## config.mk

```make
export PLATFORM = sky130hd
export DESIGN_NAME = simd_cell
export DESIGN_NICKNAME = d
export VERILOG_FILES = /design/src/rtl/simd_cell_pkg.sv /design/src/rtl/simd_cell_decode.sv /design/src/rtl/simd_cell_alu.sv /design/src/rtl/simd_cell_regs.sv /design/src/rtl/simd_cell_mask.sv /design/src/rtl/simd_cell.sv
export SDC_FILE = /design/constraint.sdc
export NUM_CORES = 1
export LEC_CHECK = 0
export ABC_AREA = 1
export BUFFER_PORTS_ARGS = -buffer_cell sky130_fd_sc_hd__buf_2
export CAP_MARGIN = 25
export CORE_MARGIN = 1
export CORE_UTILIZATION = 50
export CTS_BUF_LIST = sky130_fd_sc_hd__clkbuf_8 sky130_fd_sc_hd__clkbuf_16
export CTS_CLUSTER_SIZE = 25
export DETAILED_ROUTE_END_ITERATION = 6
export PLACE_DENSITY_LB_ADDON = 0.2
export SETUP_SLACK_MARGIN = 0.05
export SLEW_MARGIN = 20
export SYNTH_ARGS = -nofsm -noshare
export SYNTH_HDL_FRONTEND = slang
export SYNTH_SLANG_ARGS = --single-unit
```

## constraint.sdc

```tcl
create_clock -name clk_i -period 7.65 [get_ports clk_i]
set_input_delay 0.3825 -clock clk_i [delete_from_list [all_inputs] [get_ports clk_i]]
set_output_delay 0.3825 -clock clk_i [all_outputs]
set_load 0.02 [all_outputs]
```

## src/rtl/simd_cell_pkg.sv

```systemverilog
package simd_cell_pkg;

  typedef enum logic [3:0] {
    OP_LI   = 4'd0,
    OP_UNL  = 4'd1,
    OP_ADD  = 4'd2,
    OP_SUB  = 4'd3,
    OP_AND  = 4'd4,
    OP_OR   = 4'd5,
    OP_NOR  = 4'd6,
    OP_SEQ  = 4'd7,
    OP_SLT  = 4'd8,
    OP_MUL  = 4'd9,
    OP_SHR  = 4'd10,
    OP_FMUL = 4'd11,
    OP_JMP  = 4'd12,
    OP_CALL = 4'd13,
    OP_RET  = 4'd14,
    OP_EXT  = 4'd15
  } opcode_e;

  localparam int unsigned NUM_STORED = 9;
  localparam logic [3:0] A_LAST_GPR = 4'd8;
  localparam logic [3:0] A_ZERO     = 4'd9;
  localparam logic [3:0] A_CX       = 4'd10;
  localparam logic [3:0] A_CY       = 4'd11;
  localparam logic [3:0] A_NB_L     = 4'd12;
  localparam logic [3:0] A_NB_R     = 4'd13;
  localparam logic [3:0] A_NB_D     = 4'd14;
  localparam logic [3:0] A_NB_U     = 4'd15;
  localparam logic [3:0] A_VIDEO    = 4'd9;
  localparam logic [3:0] A_PREC     = 4'd10;

  typedef struct packed {
    opcode_e    op;
    logic [3:0] rd;
    logic [3:0] rs1;
    logic [3:0] rs2;
    logic [7:0] imm;
    logic       alu_wr;
    logic       wr_gpr;
    logic       wr_video;
    logic       wr_prec;
    logic       is_unl;
  } dec_t;

endpackage

```

## src/rtl/simd_cell_decode.sv

```systemverilog
module simd_cell_decode
  import simd_cell_pkg::*;
(
  input  logic [15:0] instr_i,
  output dec_t        dec_o
);
  always_comb begin
    dec_o.op  = opcode_e'(instr_i[15:12]);
    dec_o.rd  = instr_i[11:8];
    dec_o.rs1 = instr_i[7:4];
    dec_o.rs2 = instr_i[3:0];
    dec_o.imm = instr_i[7:0];
    unique case (dec_o.op)
      OP_LI, OP_ADD, OP_SUB, OP_AND, OP_OR, OP_NOR,
      OP_SEQ, OP_SLT, OP_MUL, OP_SHR: dec_o.alu_wr = 1'b1;
      default:                        dec_o.alu_wr = 1'b0;
    endcase
    dec_o.wr_gpr   = dec_o.alu_wr && (dec_o.rd <= A_LAST_GPR);
    dec_o.wr_video = dec_o.alu_wr && (dec_o.rd == A_VIDEO);
    dec_o.wr_prec  = dec_o.alu_wr && (dec_o.rd == A_PREC);
    dec_o.is_unl   = (dec_o.op == OP_UNL);
  end
endmodule

```

## src/rtl/simd_cell_alu.sv

```systemverilog
module simd_cell_alu
  import simd_cell_pkg::*;
#(
  parameter int unsigned W = 16
) (
  input  opcode_e      op_i,
  input  logic [W-1:0] a_i,
  input  logic [W-1:0] b_i,
  input  logic [7:0]   imm_i,
  output logic [W-1:0] res_o
);
  logic [W-1:0] imm_sx;
  assign imm_sx = W'($signed(imm_i));

  always_comb begin
    unique case (op_i)
      OP_LI:   res_o = imm_sx;
      OP_ADD:  res_o = a_i + b_i;
      OP_SUB:  res_o = a_i - b_i;
      OP_AND:  res_o = a_i & b_i;
      OP_OR:   res_o = a_i | b_i;
      OP_NOR:  res_o = ~(a_i | b_i);
      OP_SEQ:  res_o = W'(a_i == b_i);
      OP_SLT:  res_o = W'($signed(a_i) < $signed(b_i));
      OP_MUL:  res_o = a_i * b_i;
      OP_SHR:  res_o = $unsigned($signed(a_i) >>> b_i);
      default: res_o = '0;
    endcase
  end
endmodule

```

## src/rtl/simd_cell_regs.sv

```systemverilog
module simd_cell_regs
  import simd_cell_pkg::*;
#(
  parameter int unsigned W  = 16,
  parameter int unsigned CW = 8
) (
  input  logic          clk_i,
  input  logic          rst_ni,
  input  logic          we_i,
  input  logic [3:0]    waddr_i,
  input  logic [W-1:0]  wdata_i,
  input  logic [3:0]    raddr_a_i,
  input  logic [3:0]    raddr_b_i,
  input  logic [3:0]    raddr_c_i,
  input  logic [CW-1:0] coord_x_i,
  input  logic [CW-1:0] coord_y_i,
  input  logic [W-1:0]  nb_left_i,
  input  logic [W-1:0]  nb_right_i,
  input  logic [W-1:0]  nb_down_i,
  input  logic [W-1:0]  nb_up_i,
  output logic [W-1:0]  rdata_a_o,
  output logic [W-1:0]  rdata_b_o,
  output logic [W-1:0]  rdata_c_o,
  output logic [W-1:0]  state_o
);
  logic [W-1:0] regs_q [NUM_STORED];

  always_ff @(posedge clk_i or negedge rst_ni) begin
    if (!rst_ni) begin
      for (int i = 0; i < int'(NUM_STORED); i++) regs_q[i] <= '0;
    end else if (we_i) begin
      for (int i = 0; i < int'(NUM_STORED); i++)
        if (waddr_i == 4'(i)) regs_q[i] <= wdata_i;
    end
  end

  function automatic logic [W-1:0] src_sel(input logic [3:0] a);
    logic [W-1:0] v;
    v = '0;
    case (a)
      A_ZERO:  v = '0;
      A_CX:    v = W'(coord_x_i);
      A_CY:    v = W'(coord_y_i);
      A_NB_L:  v = nb_left_i;
      A_NB_R:  v = nb_right_i;
      A_NB_D:  v = nb_down_i;
      A_NB_U:  v = nb_up_i;
      default: begin
        for (int i = 0; i < int'(NUM_STORED); i++)
          if (a == 4'(i)) v = regs_q[i];
      end
    endcase
    return v;
  endfunction

  assign rdata_a_o = src_sel(raddr_a_i);
  assign rdata_b_o = src_sel(raddr_b_i);
  assign rdata_c_o = src_sel(raddr_c_i);
  assign state_o   = regs_q[0];

  AST_NO_WE_HOLD: assert property (@(posedge clk_i) disable iff (!rst_ni)
    !we_i |=> $stable(state_o));
endmodule

```

## src/rtl/simd_cell_mask.sv

```systemverilog
module simd_cell_mask #(
  parameter int unsigned NEST_MAX = 15,
  localparam int unsigned DW = $clog2(NEST_MAX + 1)
) (
  input  logic clk_i,
  input  logic rst_ni,
  input  logic step_i,
  input  logic unl_i,
  input  logic cond_zero_i,
  input  logic join_i,
  output logic active_o
);
  localparam logic [DW-1:0] DEPTH_MAX = DW'(NEST_MAX);

  logic [DW-1:0] depth_q;

  always_ff @(posedge clk_i or negedge rst_ni) begin
    if (!rst_ni) begin
      depth_q <= '0;
    end else if (step_i) begin
      if (unl_i) begin
        if (depth_q == '0) begin
          if (cond_zero_i) depth_q <= DW'(1);
        end else if (depth_q != DEPTH_MAX) begin
          depth_q <= depth_q + 1'b1;
        end
      end
    end else if (join_i && depth_q != '0) begin
      depth_q <= depth_q - 1'b1;
    end
  end

  assign active_o = (depth_q == '0);

  AST_DIVERGE: assert property (@(posedge clk_i) disable iff (!rst_ni)
    step_i && unl_i && active_o && cond_zero_i |=> !active_o);
  AST_NEST_SAT: assert property (@(posedge clk_i) disable iff (!rst_ni)
    step_i && unl_i && depth_q == DEPTH_MAX |=> depth_q == DEPTH_MAX);
  AST_JOIN_UNWIND: assert property (@(posedge clk_i) disable iff (!rst_ni)
    !step_i && join_i && depth_q != '0 |=> depth_q == DW'($past(depth_q) - 1'b1));
  AST_JOIN_IGNORED: assert property (@(posedge clk_i) disable iff (!rst_ni)
    step_i && !unl_i |=> $stable(depth_q));
endmodule

```

## src/rtl/simd_cell.sv

```systemverilog
module simd_cell
  import simd_cell_pkg::*;
#(
  parameter int unsigned W        = 16,
  parameter int unsigned CW       = 8,
  parameter int unsigned PREC_W   = 5,
  parameter int unsigned NEST_MAX = 15
) (
  input  logic              clk_i,
  input  logic              rst_ni,
  input  logic              step_i,
  input  logic [15:0]       instr_i,
  input  logic              join_i,
  input  logic [CW-1:0]     coord_x_i,
  input  logic [CW-1:0]     coord_y_i,
  input  logic [W-1:0]      nb_left_i,
  input  logic [W-1:0]      nb_right_i,
  input  logic [W-1:0]      nb_down_i,
  input  logic [W-1:0]      nb_up_i,
  output logic [W-1:0]      state_o,
  output logic              active_o,
  output logic              unl_cond_o,
  output logic              video_we_o,
  output logic [W-1:0]      video_data_o,
  output logic [PREC_W-1:0] prec_o
);
  dec_t         dec;
  logic [W-1:0] src_a, src_b, src_c, alu_res;
  logic         active, commit, cond_zero;

  simd_cell_decode u_dec (.instr_i(instr_i), .dec_o(dec));

  simd_cell_regs #(.W(W), .CW(CW)) u_regs (
    .clk_i     (clk_i),
    .rst_ni    (rst_ni),
    .we_i      (commit && dec.wr_gpr),
    .waddr_i   (dec.rd),
    .wdata_i   (alu_res),
    .raddr_a_i (dec.rs1),
    .raddr_b_i (dec.rs2),
    .raddr_c_i (dec.rd),
    .coord_x_i (coord_x_i),
    .coord_y_i (coord_y_i),
    .nb_left_i (nb_left_i),
    .nb_right_i(nb_right_i),
    .nb_down_i (nb_down_i),
    .nb_up_i   (nb_up_i),
    .rdata_a_o (src_a),
    .rdata_b_o (src_b),
    .rdata_c_o (src_c),
    .state_o   (state_o)
  );

  simd_cell_alu #(.W(W)) u_alu (
    .op_i (dec.op),
    .a_i  (src_a),
    .b_i  (src_b),
    .imm_i(dec.imm),
    .res_o(alu_res)
  );

  assign cond_zero = (src_c == '0);

  simd_cell_mask #(.NEST_MAX(NEST_MAX)) u_mask (
    .clk_i      (clk_i),
    .rst_ni     (rst_ni),
    .step_i     (step_i),
    .unl_i      (dec.is_unl),
    .cond_zero_i(cond_zero),
    .join_i     (join_i),
    .active_o   (active)
  );

  assign active_o   = active;
  assign commit     = step_i && active;
  assign unl_cond_o = dec.is_unl && cond_zero && active;

  // Sinks at addresses 9 and 10
  always_ff @(posedge clk_i or negedge rst_ni) begin
    if (!rst_ni) begin
      video_we_o   <= 1'b0;
      video_data_o <= '0;
      prec_o       <= '0;
    end else begin
      video_we_o <= commit && dec.wr_video;
      if (commit && dec.wr_video) video_data_o <= alu_res;
      if (commit && dec.wr_prec)  prec_o <= alu_res[PREC_W-1:0];
    end
  end

  AST_MASKED_NO_VIDEO: assert property (@(posedge clk_i) disable iff (!rst_ni)
    !active_o |=> !video_we_o);
  AST_IDLE_STATE_HOLD: assert property (@(posedge clk_i) disable iff (!rst_ni)
    !step_i |=> $stable(state_o));
  AST_COND_NEEDS_ACTIVE: assert property (@(posedge clk_i) disable iff (!rst_ni)
    unl_cond_o |-> active_o);
  AST_PREC_HOLD: assert property (@(posedge clk_i) disable iff (!rst_ni)
    !(step_i && active_o) |=> $stable(prec_o));
  AST_VIDEO_PULSE: assert property (@(posedge clk_i) disable iff (!rst_ni)
    !step_i |=> !video_we_o);
endmodule

```

==> results_dict.tcl <==
set metrics [dict create \
    nets 3604 \
    vias 23100 \
    r2r_start "u_regs.regs_q[86]" \
    p_total_uw 3850 \
    max_freq_mhz 139 \
    ioPinCount 140 \
    min_path_type "input port to async pin" \
    diodes 0 \
    antenna_found_initial 1 \
    synth_cells 3080 \
    drc 0 \
    yosysSeqAreaShare 0.220 \
    io_buffers 139 \
    pwr-share-comb 0.477 \
    grt_max_degree 94 \
    placed_area_mm2 0.0216 \
    worst_pin_slew_ns 1.17 \
    syn-num-nets 3361 \
    cp_max_fo 20 \
    multi_input_area_mm2 0.0129 \
    ys_types 54 \
    gp_congestion 1.12 \
    clock_sinks 170 \
    finClkSkew_ns 0.0211 \
    grt_pass1_vias 22000 \
    p_clk_frac 0.225 \
    critical_path_class "input port to register" \
    grt_overflow 0 \
    r2r_slack_ns 0.46 \
    max-slew-margin-rel 0.215 \
    hold_slack_ns -0.0205 \
    synthFlopType "dfrtp_1" \
    crit_path_max_incr_delay_ns 0.51 \
    post-route-min-period_ns 7.21 \
    syn_area_mm2 0.0193 \
    avgSynthCellArea_um2 6.28 \
    layout_common_cells "1153 x nand2_1, 422 x inv_1, 246 x nor2_1" \
    place_hpwl_mm 67.8 \
    cts-hold-fix-buffers 0 \
    cts.htree.levels 4 \
    outcome "finished, violations left" \
    initial_core_util 0.511 \
    cts-buffers-inserted 17 \
    core_mm2 0.0378 \
    slowest_stage "fa_1" \
    finalHoldViolCount 8 \
    die_h_um 199 \
    rows 71 \
    arrival_ns 7.54 \
    dr.first_iter.drc_count 2668 \
    drv_cap 0 \
    clockBufferDepth 2 \
    final_common_cell "nand2_1" \
    clk_latency_ns 0.46 \
    post_cts_buffers 0 \
    vdd_drop_max_mv 0.154 \
    cts.clk_slew.worst_paths_ns 0.07 \
    p_per_area_mw_per_mm2 173 \
    worst_setup_path_start_kind "input port" \
    p_seq_frac 0.298 \
    seq_area_mm2 0.00425 \
    clockRootBuffer "clkbuf_16" \
    r2r.worst_path.cells 39 \
    drive_gt1_frac 0.134 \
    path_delay_family "adder cells" \
    final.setup.tns_ns 0 \
    rsz0062_at_grt "false" \
    wire_per_inst_um 22.2 \
    die_area_mm2 0.0395 \
    synth_seq_cells 170 \
    p_int_uw 2120 \
    cts_tree "yes" \
    swShare 0.450 \
    p_leak_uw 0.0118 \
    p_sw_uw 1730 \
    path_buf_inv 11 \
    antenna_left 0 \
    crit_required_ns 7.98 \
    setup_violations 0 \
    synth_edf_count 0 \
    cpMostUsedCell "nand2_1" \
    routed_wirelength_mm 85.5 \
    reg2reg_to "video_data_o[15]" \
    cp-end-kind "register" \
    grt_usage 0.435 \
    ys_warn_count 0 \
    violations "negative hold slack" \
    timing.final.crit_share 0.943 \
    dr.pass1.iters 6 \
    ctsResizeCount 0 \
    grt_pass1_wl_mm 128 \
    synthArstFlopShare 1.00 \
    viasPerCell 6.00 \
    fillers 3825 \
    finish.instance_area_mm2 0.0222 \
    slew_violations 0 \
    die_w_um 199 \
    syn2layout_area_growth_pct 15.0 \
]
## sequential cells by signal (all words and copies together), names as in the netlist
name / cells
prec_o: 5
u_mask.depth_q: 4
u_regs.regs_q: 128
u_regs.state_o: 16
video_data_o: 16
video_we_o: 1
## layer usage
metal	part of all wire	global-route usage
met4	0.084	0.312
met5	0.00018	0
met1	0.36	0.534
met3	0.11	0.0916
met2	0.45	0.681
## power groups by stage
stage          Sequential (µW)  Clock, µW  Combinational, µW
6_report                  1150        866               1840
3_3_place_gp              1150          0               1730
2_1_floorplan             1140          0               1080
4_1_cts                   1140        865               1790
5_1_grt                   1160        901               2010
3_5_place_dp              1150          0               1780
## logic make-up (layout without fill, tap and decap cells)
group,count (synthesis),after routing,synth area share
compound gates,426,426,0.138
xor+xnor,11,11,0.00498
fa+ha+maj,181,181,0.149
buf+inv,555,811,0.117
flops,170,170,0.220
simple gates,1737,1737,0.371
## how the worst max path moves through the flow
stage,start,end,slack [ns],cells past startpoint
after floorplan,instr_i[3],u_regs.regs_q[111],0.65,40
after detailed placement,instr_i[6],u_regs.regs_q[95],-0.08,41
after global routing,instr_i[4],video_data_o[15],0.07,40
after CTS,instr_i[0],video_data_o[15],0.36,45
final,instr_i[2],video_data_o[15],0.44,42
after global placement,instr_i[2],video_data_o[15],-0.06,42
## per-stage QoR
stage	instances	utilization	worst slack (ns)
3_5_place_dp	3814	0.571	-0.0769
6_report	3847	0.588	0.437
4_1_cts	3846	0.586	0.358
3_3_place_gp	3813	0.571	-0.0555
2_1_floorplan	3080	-	0.649
5_1_grt	3847	0.588	0.0655
## synthesized netlist by cell type (12+ instances only)
cell,count,area [µm²]
nand2_2,25,156
nor3_1,27,135
fa_1,82,1640
o22ai_1,60,375
nand2_1,1157,4340
o2111ai_1,33,289
nand4_1,52,325
nand3_1,174,871
o211ai_1,16,120
inv_2,15,56.3
a21oi_1,112,561
o21ai_0,113,566
ha_1,99,1240
a221oi_1,31,272
buf_4,24,180
buf_2,27,135
inv_1,422,1580
dfrtp_1,170,4250
clkbuf_1,48,180
nor2_1,250,938
nor2_2,12,75.1
## final cells by class
type,instances,share of cell area
clock buffer,18,0.0198
clock inverter,14,0.00546
inverter,449,0.0760
multi-input combinational,2355,0.579
sequential,170,0.191
tap,511,0.0288
timing repair buffer,330,0.0998
No activity file was read; power rests on OpenSTA's default activity.
